`src/rtl/irq_arbiter.sv`:
```
module irq_arbiter #(
  parameter int NSRC = 15,
  parameter int ADDRW = 16,
  parameter int VEC_BASE = 3,
  parameter int VEC_STEP = 8,
  parameter logic [NSRC-1:0] HWCLR_MASK = 15'b000_0000_0000_1010,
  parameter logic [NSRC-1:0] EXT_MASK   = 15'b000_0000_0000_0101,
  localparam int IDXW = $clog2(NSRC)
) (
  input  logic             clk,
  input  logic             rst_n,
  input  logic [NSRC-1:0]  req_i,
  input  logic [NSRC-1:0]  ext_edge_i,
  input  logic             instr_end_i,
  input  logic             reti_i,
  input  logic             we_i,
  input  logic             re_i,
  input  logic [1:0]       addr_i,
  input  logic [7:0]       wdata_i,
  output logic [7:0]       rdata_o,
  output logic             vec_o,
  output logic [IDXW-1:0]  vec_idx_o,
  output logic             vec_hi_o,
  output logic [ADDRW-1:0] vec_addr_o,
  output logic [NSRC-1:0]  clr_o,
  output logic [1:0]       lvl_act_o
);
  logic [NSRC-1:0] en_q, pr_q, req_q, elig;
  logic            ge_q, blk_q, strobe, sel_hi, sel_lo, hi_any, lo_any;
  logic [IDXW-1:0] hi_idx, lo_idx;
  logic [1:0]      act_q;

  assign strobe = reti_i | we_i | re_i;
  assign elig   = req_q & en_q & {NSRC{ge_q}};

  always_ff @(posedge clk or negedge rst_n)
    if (!rst_n) begin
      en_q <= '0;
      pr_q <= '0;
      ge_q <= 1'b0;
    end else if (we_i) begin
      for (int i = 0; i < NSRC; i++) begin
        if (i < 8 && addr_i == 2'd0) en_q[i] <= wdata_i[i % 8];
        if (i >= 8 && addr_i == 2'd1) en_q[i] <= wdata_i[i % 8];
        if (i < 8 && addr_i == 2'd2) pr_q[i] <= wdata_i[i % 8];
        if (i >= 8 && addr_i == 2'd3) pr_q[i] <= wdata_i[i % 8];
      end
      if (addr_i == 2'd1) ge_q <= wdata_i[7];
    end

  always_comb begin
    rdata_o = '0;
    for (int i = 0; i < NSRC; i++) begin
      if (i < 8 && addr_i == 2'd0) rdata_o[i % 8] = en_q[i];
      if (i >= 8 && addr_i == 2'd1) rdata_o[i % 8] = en_q[i];
      if (i < 8 && addr_i == 2'd2) rdata_o[i % 8] = pr_q[i];
      if (i >= 8 && addr_i == 2'd3) rdata_o[i % 8] = pr_q[i];
    end
    if (addr_i == 2'd1) rdata_o[7] = ge_q;
  end

  always_ff @(posedge clk or negedge rst_n)
    if (!rst_n) req_q <= '0;
    else        req_q <= req_i;

  always_comb begin
    hi_any = 1'b0;
    lo_any = 1'b0;
    hi_idx = '0;
    lo_idx = '0;
    for (int i = NSRC - 1; i >= 0; i--) begin
      if (elig[i] && pr_q[i]) begin
        hi_any = 1'b1;
        hi_idx = IDXW'(i);
      end
      if (elig[i] && !pr_q[i]) begin
        lo_any = 1'b1;
        lo_idx = IDXW'(i);
      end
    end
  end

  assign sel_hi     = hi_any && !act_q[1];
  assign sel_lo     = !sel_hi && lo_any && (act_q == 2'b00);
  assign vec_o      = instr_end_i && !blk_q && !strobe && (sel_hi || sel_lo);
  assign vec_hi_o   = sel_hi;
  assign vec_idx_o  = sel_hi ? hi_idx : lo_idx;
  assign vec_addr_o = ADDRW'(VEC_BASE) + ADDRW'(vec_idx_o) * ADDRW'(VEC_STEP);
  assign clr_o      = vec_o ? ((NSRC'(1) << vec_idx_o) & (HWCLR_MASK | (EXT_MASK & ext_edge_i)))
                            : '0;
  assign lvl_act_o  = act_q;

  always_ff @(posedge clk or negedge rst_n)
    if (!rst_n) blk_q <= 1'b0;
    else        blk_q <= (blk_q | strobe) & !instr_end_i;

  always_ff @(posedge clk or negedge rst_n)
    if (!rst_n) act_q <= 2'b00;
    else if (vec_o) begin
      if (sel_hi) act_q[1] <= 1'b1;
      else        act_q[0] <= 1'b1;
    end else if (reti_i) begin
      if (act_q[1]) act_q[1] <= 1'b0;
      else          act_q[0] <= 1'b0;
    end
endmodule

```
`config.mk`:
```
export PLATFORM = sky130hd
export DESIGN_NAME = irq_arbiter
export DESIGN_NICKNAME = d
export VERILOG_FILES = /design/src/rtl/irq_arbiter.sv
export SDC_FILE = /design/constraint.sdc
export NUM_CORES = 1
export LEC_CHECK = 0
export ABC_AREA = 1
export BUFFER_PORTS_ARGS = -buffer_cell sky130_fd_sc_hd__buf_2
export CAP_MARGIN = 20
export CORE_ASPECT_RATIO = 1.1
export CORE_MARGIN = 2
export CORE_UTILIZATION = 29
export CTS_CLUSTER_SIZE = 16
export DETAILED_ROUTE_END_ITERATION = 16
export PLACE_DENSITY_LB_ADDON = 0.25
export SETUP_SLACK_MARGIN = 0.1
export SLEW_MARGIN = 20
export SYNTH_ARGS = -nofsm -noshare
export SYNTH_HDL_FRONTEND = slang
export SYNTH_SLANG_ARGS = --single-unit
```
`constraint.sdc`:
```
create_clock -name clk -period 6.94 [get_ports clk]
set_input_delay 2.082 -clock clk [delete_from_list [all_inputs] [get_ports clk]]
set_output_delay 2.082 -clock clk [all_outputs]
set_load 0.05 [all_outputs]
```
# Yosys cells after proc, flatten, opt, wreduce, memory -nomap -nowiden
# Index checks and enable logic that the tools add are counted.
# W data, S select, Z words.
[totals]
elab_cells = 188
ff_bits = 49
out_inout_bits = 47
in_bits = 46
[op_classes]
shift = 1
n_reduce_logical = 66
muxes = 98
bitwise = 7
addsub = 1
n_eq_ne = 6
[op_table]
columns = ["op", "count"]
rows = [
  ["$mux W4", 31],
  ["$mux W1", 64],
  ["$logic_and A1 B1 Y1", 36],
  ["$and A15 B15 Y15", 2],
  ["$logic_not A1 Y1", 20],
  ["$and A15 B4 Y15", 1],
  ["$mux W15", 1],
  ["$shl A1 B4 Y15 const A", 1],
  ["$reduce_and A2 Y1", 5],
  ["$add A2 B7 Y8 const A", 1],
  ["$eq A2 B2 Y1 const B", 2],
  ["$logic_not A2 Y1", 2],
  ["$mux W2", 2],
  ["$ne A2 B2 Y1 const B", 2],
  ["$or A1 B1 Y1", 3],
  ["$reduce_and A3 Y1", 1],
  ["$eq A2 B1 Y1 const B", 1],
  ["$ne A2 B1 Y1 const B", 1],
  ["$reduce_bool A2 Y1", 1],
  ["$and A1 B1 Y1", 1],
  ["$logic_or A1 B1 Y1", 1],
]

# Depth between registers and ports, before layout
# Gate-level depths: netlist of run 1.
[logic_depth]
depth_word = 26
ltp_mapped = 18
mapped_depth_nobuf = 17

# Least setup slack after synthesis of run 1
# No wires, ideal clock.
[synth_timing]
path_kind = "in2out"
from = "input port re_i"
to = "output port clr_o[3]"
stages = 5
path_buffers = 0
t_required_ns = 4.858
slack_ns = 1.254
arrival_ns = 3.604
cell_sequence = "nor4_1 > nand3_2 > nor2_4 > nand3_1 > a21oi_1"
[synth_between]
elab_chain_cells = 5
[synth_rtl]
columns = ["item", "line_no", "source"]
rows = [
  ["from (decl)", "17", "input logic re_i,"],
  ["$or A1 B1 Y1", "33", "assign strobe = reti_i | we_i | re_i;"],
  ["$logic_not A1 Y1", "85", "assign vec_o = instr_end_i && !blk_q && !strobe && (sel_hi || sel_lo);"],
  ["$logic_and A1 B1 Y1 (2 in series)", "85", ""],
  ["$mux W15", "89", "assign clr_o = vec_o ? ((NSRC'(1) << vec_idx_o) & (HWCLR_MASK | (EXT_MASK & ext_edge_i)))"],
  ["to (decl)", "25", "output logic [NSRC-1:0] clr_o,"],
]
# Every way passes these cells.

# Final worst setup path of run 1
[layout_timing]
from = "input port addr_i[0]"
to = "output port rdata_o[6]"
[layout_between]
elab_chain_cells = 5
word_cells_on_any_way = 8
classes_between = "eq/ne: 3; mux: 4; reduce/logical: 1"
[layout_rtl]
columns = ["item", "line_no", "source"]
rows = [
  ["from (decl)", "18", "input logic [1:0] addr_i,"],
  ["$logic_not A2 Y1", "--", ""],
  ["$mux W1", "54", "if (i < 8 && addr_i == 2'd0) rdata_o[i % 8] = en_q[i];"],
  ["$mux W1", "56", "if (i < 8 && addr_i == 2'd2) rdata_o[i % 8] = pr_q[i];"],
  ["$mux W1", "55", "if (i >= 8 && addr_i == 2'd1) rdata_o[i % 8] = en_q[i];"],
  ["$mux W1 *", "57", "if (i >= 8 && addr_i == 2'd3) rdata_o[i % 8] = pr_q[i];"],
  ["to (decl)", "20", "output logic [7:0] rdata_o,"],
]
# Mark *: on every way between the ends. The rest lies on a longest branch, timed or not.

==> results of run 1 <==
==> cell usage after synthesis (all sizes together), types with 2 or more instances <==
| master | number | area [um2] |
|---|---|---|
| conb | 2 | 7.51 |
| buf | 30 | 245 |
| nand4 | 26 | 234 |
| clkbuf | 4 | 15.0 |
| o211ai | 2 | 15.0 |
| inv | 36 | 135 |
| nor2 | 34 | 168 |
| nand2 | 97 | 374 |
| o21ai | 43 | 234 |
| a21oi | 7 | 35.0 |
| a221oi | 5 | 43.8 |
| nand3 | 12 | 108 |
| dfrtp | 49 | 1230 |
==> power breakdown <==
part | internal [mW] | total [mW] | leakage (nW) | switching [mW]
clock | 0.0715 | 0.166 | 0.0385 | 0.0947
sequential | 0.319 | 0.354 | 0.601 | 0.0344
combinational | 0.0781 | 0.327 | 1.08 | 0.249
==> final cells by class <==
type | count | area (um2) | area share, %
clock inverter | 1 | 7.51 | 0.232
multi-input combinational | 254 | 1340 | 41.5
timing repair buffer | 58 | 295 | 9.14
clock buffer | 7 | 76.3 | 2.36
tap | 120 | 150 | 4.65
inverter | 36 | 135 | 4.18
sequential | 49 | 1230 | 38.0
==> final timing paths <==
path                       startpoint            to  slack [ps]  cells past startpoint
setup reg to reg                 ge_q  lvl_act_o[0]        5010                     11
max in group asynchronous       rst_n  lvl_act_o[1]        4650                      2
min in group asynchronous       rst_n      req_q[2]        1870                      2
hold / removal                  blk_q         blk_q         520                      2
setup / recovery            addr_i[0]    rdata_o[6]        1330                      7
hold reg to reg                 blk_q         blk_q         520                      2
==> state kept, by name, indices dropped and copies added, names as in the netlist <==
name / flops
req_q: 15
en_q: 15
lvl_act_o: 2
pr_q: 15
ge_q: 1
blk_q: 1
==> kinds of logic after synthesis <==
logic type | share of synthesized area [%]
simple gates | 30.9
compound gates | 12.6
flops | 42.6
other cells | 0.261
buf+inv | 13.7
==> layer usage <==
metal | global-route usage [%] | wire length (um) | vias to the layer above
met4 | 5.09 | 73 | 0
met5 | 0 | 0 | -
met3 | 2.71 | 443 | 5
met2 | 21.9 | 3200 | 81
met1 | 17.9 | 3350 | 1093
li1 | - | - | 1218
==> worst max-delay path: stages <==
cell	delay [ps]
buf_2	120
nor2_1	600
nand2_1	110
o21ai_0	110
a21oi_1	60
o21ai_0	130
buf_2	310
==> through the flow <==
stage          instances  hold slack [ps]  utilization [%]  worst slack (ps)
3_3_place_gp         517              492             32.3              1400
5_1_grt              525              557             33.1              1260
6_report             525              519             33.1              1330
3_5_place_dp         517              503             32.3              1330
2_1_floorplan        373              467                -              1250
4_1_cts              525              527             33.1              1330
==> summary.txt, run 1 <==
Floorplan
  • # IOs: 93
  • Die H: around 110 um
  • Row count: 38
  • Die Wd: about 99 um
  • Starting Density: between 20% and 30%
  • Core Region: ~10000 um2
  • DIE AREA: approximately 11000 um2

CTS
  • Clk Tree Root Cell: clkbuf_8
  • H-tree depth: 2
  • Post-CTS Repair Setup Buffers: 0
  • CTS Buf Count: 5
  • Clock slew at reported path FFs: 90 ps
  • Cts repair resizes: 0
  • Cts-stage hold buffer count: 0
  • Worst skew pair latency: approximately 300 ps
  • Clock sink count: slightly below 50
  • CTS tree: yes
  • Longest Clk Path Bufs: 2

Synthesis
  • Ys async rst share: 100%
  • Sequential share of the synthesized area: 42.6%
  • Synthesized area per cell: 8.19 um2
  • Mapped cell area: 2880 um2
  • Yosys warnings: 0
  • Synth Flop Type: dfrtp_1
  • Synthesis-stage register bit count: 49
  • Number of flops mapped to enable cells by yosys: 0
  • Gate Count Post-Synth: between 300 and 400
  • Count of cell types in the netlist: 31

Global route
  • First-pass GRT wire length: about 11 mm
  • Largest net degree at the start of global routing: 50
  • Remaining global-route overflow: 0
  • Vias in the first global route: 2280
  • GR Util All Layers: between 10 and 15%
  • Initial antenna violation count: 0

Worst setup path
  • CP Data Required Time: 4860 ps
  • CP max FO: 9
  • Critical path class: input pin to output port
  • Data arrival time of the worst path: approximately 3500 ps
  • Crit path capture type: output port
  • CP Launch Type: input pin

Final layout
  • Fin nets: 450
  • # fillers: ~1.0k
  • Commonest non-fill, non-tap cell in the layout: nand2_1
  • Syn-to-layout area delta: 12.1%
  • Finished Cell Area: 3230 um2
  • Antenna fix cells: 0
  • Layout cell share with drive strength beyond 1: 24.2%
  • Most frequent cells in the layout: nand2_1 (93), buf_2 (56), dfrtp_1 (49)

Timing
  • RSZ-0062 raised after global routing: false
  • Worst-margin pin slew: about 770 ps
  • Max-slew headroom: roughly half
  • Fin. Hold Viols: 0
  • Setup TNS: 0 ps
  • Worst Clk Skew: about 2.1 ps
  • Final setup viols: 0
  • Max Slew Vio Count: 0
  • Min cycle time layout: about 5600 ps
  • Max Freq: between 0.15 and 0.2 GHz
  • Post-route clock period utilization: 80.8%

Power and ir drop
  • Power Dens Cells: ~260 nW/um2
  • Leak: 1.72 nW
  • Total power: roughly 0.85 mW
  • Max VDD drop: between 0.09 and 0.1 mV

Route
  • DRT iter0 DRCs: 68
  • Via Count: roughly 2.4k
  • WL/cell: roughly 13 um
  • TritonRoute pass-1 iters: 4
  • Final WL: 7.07 mm
  • Post-route ant nets: 0
  • DRC viols: 0
  • Vias/cell: between 4 and 5

Run
  • Max-Cap Viols: 0

Place
  • DP Wirelength: about 5.4 mm
  • Placer Congestion: 0.867
  • Buffers on Ports: 56
  • Placed Area: roughly 3100 um2

Min path
  • Min-delay worst type: flip-flop to flip-flop

Outcome
  • Status: complete, no violations
No activity file was read; power rests on OpenSTA's default activity.
==> run 2, diff against run 1 <==
--- a/config.mk
+++ b/config.mk
@@ -5,7 +5,7 @@
 export SDC_FILE = /design/constraint.sdc
 export NUM_CORES = 1
 export LEC_CHECK = 0
-export ABC_AREA = 1
+export ABC_AREA = 0
 export BUFFER_PORTS_ARGS = -buffer_cell sky130_fd_sc_hd__buf_2
 export CAP_MARGIN = 20
 export CORE_ASPECT_RATIO = 1.1
==> constraint.sdc (replaced) <==
create_clock -name clk -period 4.9 [get_ports clk]
set_input_delay 1.47 -clock clk [delete_from_list [all_inputs] [get_ports clk]]
set_output_delay 1.47 -clock clk [all_outputs]
set_load 0.05 [all_outputs]
==> run 2 against run 1 <==
  * Clock skew rose by 1.9 ps
  * Wire length fell by 3.7%
  * Total power rose by 68%
  * Count of clock-buffer cells in the layout did not move
  * Core utilization rose by 0.85 points
  * Combinational power rose by 100%
  * Non-clock buffer count rose by 2
  * Sequential share of layout area fell by 0.95 points
  * Sequential power rose by 48%
==> summary.txt, run 2 <==
Outcome
  • Status: complete, no violations

Route
  • Final WL: a little under 7 mm
  • DRT iter0 DRCs: 97
  • TritonRoute pass-1 iters: 5
  • Vias/cell: roughly 5
  • WL/cell: ~16 um
  • Post-route ant nets: 0
  • DRC viols: 0
  • Via Count: around 2.1k

Min path
  • Min-delay worst type: flip-flop to flip-flop

Floorplan
  • Die H: between 100 and 150 um
  • Die Wd: ~99 um
  • Starting Density: between 20% and 30%
  • DIE AREA: roughly 11000 um2
  • Core Region: 9750 um2
  • Row count: 38
  • # IOs: 93

Timing
  • Post-route clock period utilization: 95.2%
  • Final setup viols: 0
  • Min cycle time layout: about 4700 ps
  • Max-slew headroom: between 50 and 60%
  • Setup TNS: 0 ps
  • Final worst setup slack: approximately 240 ps
  • Max Freq: roughly 0.21 GHz
  • RSZ-0062 raised after global routing: false
  • Hold slack: between 500 and 600 ps
  • Worst Clk Skew: approximately 4 ps
  • Max Slew Vio Count: 0
  • Worst-margin pin slew: about 740 ps
  • Fin. Hold Viols: 0

Synthesis
  • Synth Flop Type: dfrtp_1
  • Main combinational cell family by area after synthesis: simple AND/OR/NAND/NOR gates
  • Gate Count Post-Synth: between 200 and 250
  • Synth Area in Adders: 0%
  • Largest cells by area after synthesis: dfrtp_1 (43%), mux2_2 (12%), buf_4 (7.1%)
  • Synth Area in Compound Gates: just under 9%
  • Post-synthesis xor/xnor area fraction: 0%
  • Ys async rst share: between 90% and 100%
  • Synthesized area per cell: approximately 12 um2
  • Post-synth top area cell: dfrtp_1
  • Top cells by instance count after synthesis: dfrtp_1 (49), mux2_2 (31), buf_4 (27)
  • Sequential share of the synthesized area: a little over two fifths
  • Yosys warnings: 0
  • Synth Area in Simple Gates: between 20 and 25%
  • Synthesis-stage register bit count: between 40 and 50
  • Mapped cell area: 2860 um2
  • Count of cell types in the netlist: 47
  • Most frequent cell after synthesis: dfrtp_1
  • Yosys top cell area share: a little over two fifths
  • Number of flops mapped to enable cells by yosys: 0
  • Multiplexer share of the synthesized area: between 10% and 20%

Power and ir drop
  • Max VDD drop: about 0.21 mV
  • Power Dens Cells: 430 nW/um2
  • Psw: ~0.64 mW
  • P_int: about 0.78 mW
  • Flop pwr share: 36.7%
  • Total power: 1.42 mW
  • Net Sw Frac: between 40% and 50%
  • Leak: roughly 1.5 nW
  • Logic pwr share: ~46%
  • Clock share of power: between 10% and 20%

Final layout
  • Antenna fix cells: 0
  • Area taken by multi-input logic gates: between 1500 and 2000 um2
  • Syn-to-layout area delta: 15.6%
  • # fillers: between 1k and 1.5k
  • Most frequent cells in the layout: buf_2 (54), dfrtp_1 (49), mux2_2 (31)
  • Largest regs: en_q (15), pr_q (15), req_q (15)
  • Commonest non-fill, non-tap cell in the layout: buf_2
  • Storage cell area: between 1000 and 1500 um2
  • Layout cell share with drive strength beyond 1: between 40% and 50%
  • Non-filler cells in the finished layout: 419
  • Fin nets: 345

Place
  • Pre-CTS setup slack: around 210 ps
  • DP Wirelength: ~5.3 mm
  • Buffers on Ports: 56
  • Number of instances in the placed design: roughly 410
  • Placer Congestion: ~0.9

CTS
  • CTS tree: yes
  • Clk Tree Root Cell: clkbuf_8
  • Post-CTS Repair Setup Buffers: 0
  • Longest Clk Path Bufs: 2
  • H-tree depth: 2
  • Worst skew pair latency: about 300 ps
  • CTS Buf Count: 5
  • Clock sink count: 49
  • Clock slew at reported path FFs: 90 ps

Worst setup path
  • Crit path capture type: output port
  • Buf/Inv on CP: 2
  • Critical path class: input pin to output port
  • CP dominant cell by count: buf_2
  • CP Launch Type: input pin
  • CP max FO: 4
  • Data arrival time of the worst path: 3190 ps
  • CP Data Required Time: 3430 ps
  • Top Family by Delay on Critical Path: simple AND/OR/NAND/NOR gates
  • CP Cell Sequence: buf_2, nor4_4, nand3_1, or2_4, o22ai_4, o221a_1, and4_2, buf_2
  • R2r setup slk: approximately 2600 ps
  • Slowest stage cell, crit path: nor4_4
  • Crit path largest cell delay: 280 ps

Global route
  • First-pass GRT wire length: between 10 and 15 mm
  • Vias in the first global route: 2070
  • Largest net degree at the start of global routing: 50
  • GR Util All Layers: about an eighth
  • Remaining global-route overflow: 0
  • Initial antenna violation count: 0

Run
  • Max-Cap Viols: 0
==> run 2: cell count changes after synthesis, sizes merged, moves of 14 or more <==
| cell | before | now |
|---|---|---|
| inv | 36 | 4 |
| mux2 | 0 | 31 |
| nand2 | 97 | 12 |
| o21ai | 43 | 6 |
| nand4b | 0 | 14 |
| nor2 | 34 | 6 |
==> run 2: logic make-up after synthesis <==
group / Yosys count
compound gates: 32
buf+inv: 38
flops: 49
mux: 39
other cells: 2
simple gates: 84
==> run 2: stage by stage <==
stage,utilization (%),instance area [um2]
5_1_grt,34.0,3310
6_report,34.0,3310
3_5_place_dp,33.0,3220
3_3_place_gp,33.0,3220
4_1_cts,33.9,3310
2_1_floorplan,-,3010
==> run 2: power by group through the flow <==
stage          logic (mW)  clock network (mW)  registers, mW
6_report            0.660               0.240          0.523
5_1_grt             0.707               0.267          0.535
4_1_cts             0.665               0.250          0.523
3_5_place_dp        0.663                   0          0.532
3_3_place_gp        0.658                   0          0.529
2_1_floorplan       0.577                   0          0.510
==> run 2: final timing paths <==
path,start,endpoint,depth (start not counted)
setup / recovery,re_i,clr_o[2],8
hold / removal,pr_q[1],pr_q[1],1
setup reg to reg,ge_q,lvl_act_o[0],6
hold reg to reg,pr_q[1],pr_q[1],1
max in group asynchronous,rst_n,req_q[5],1
min in group asynchronous,rst_n,en_q[10],1
==> run 2: layer usage <==
| layer | part of all wire [%] | routed length [um] | track usage (%) | vias to the layer above |
|---|---|---|---|---|
| li1 | - | - | - | 998 |
| met5 | 0 | 0 | 0 | - |
| met2 | 49 | 3320 | 22.4 | 86 |
| met1 | 46 | 3130 | 17.2 | 1039 |
| met3 | 4.6 | 310 | 1.81 | 4 |
| met4 | 0.70 | 48 | 3.33 | 0 |
==> run 2: layout make-up <==
class / instances / share of cell area (%)
Clock buffer: 7 / 2.61
Multi-Input combinational cell: 178 / 45.7
Timing Repair Buffer: 60 / 9.52
Tap cell: 120 / 4.53
Sequential cell: 49 / 37.0
Inverter: 5 / 0.604
==> run 2: what timing repair did <==
| item | in CTS | in global routing |
|---|---|---|
| setup endpoints to repair | 0 | 1 |
| hold buffers | 0 | 0 |
| gates resized for setup | 0 | 1 |
| hold endpoints to repair | 0 | 0 |
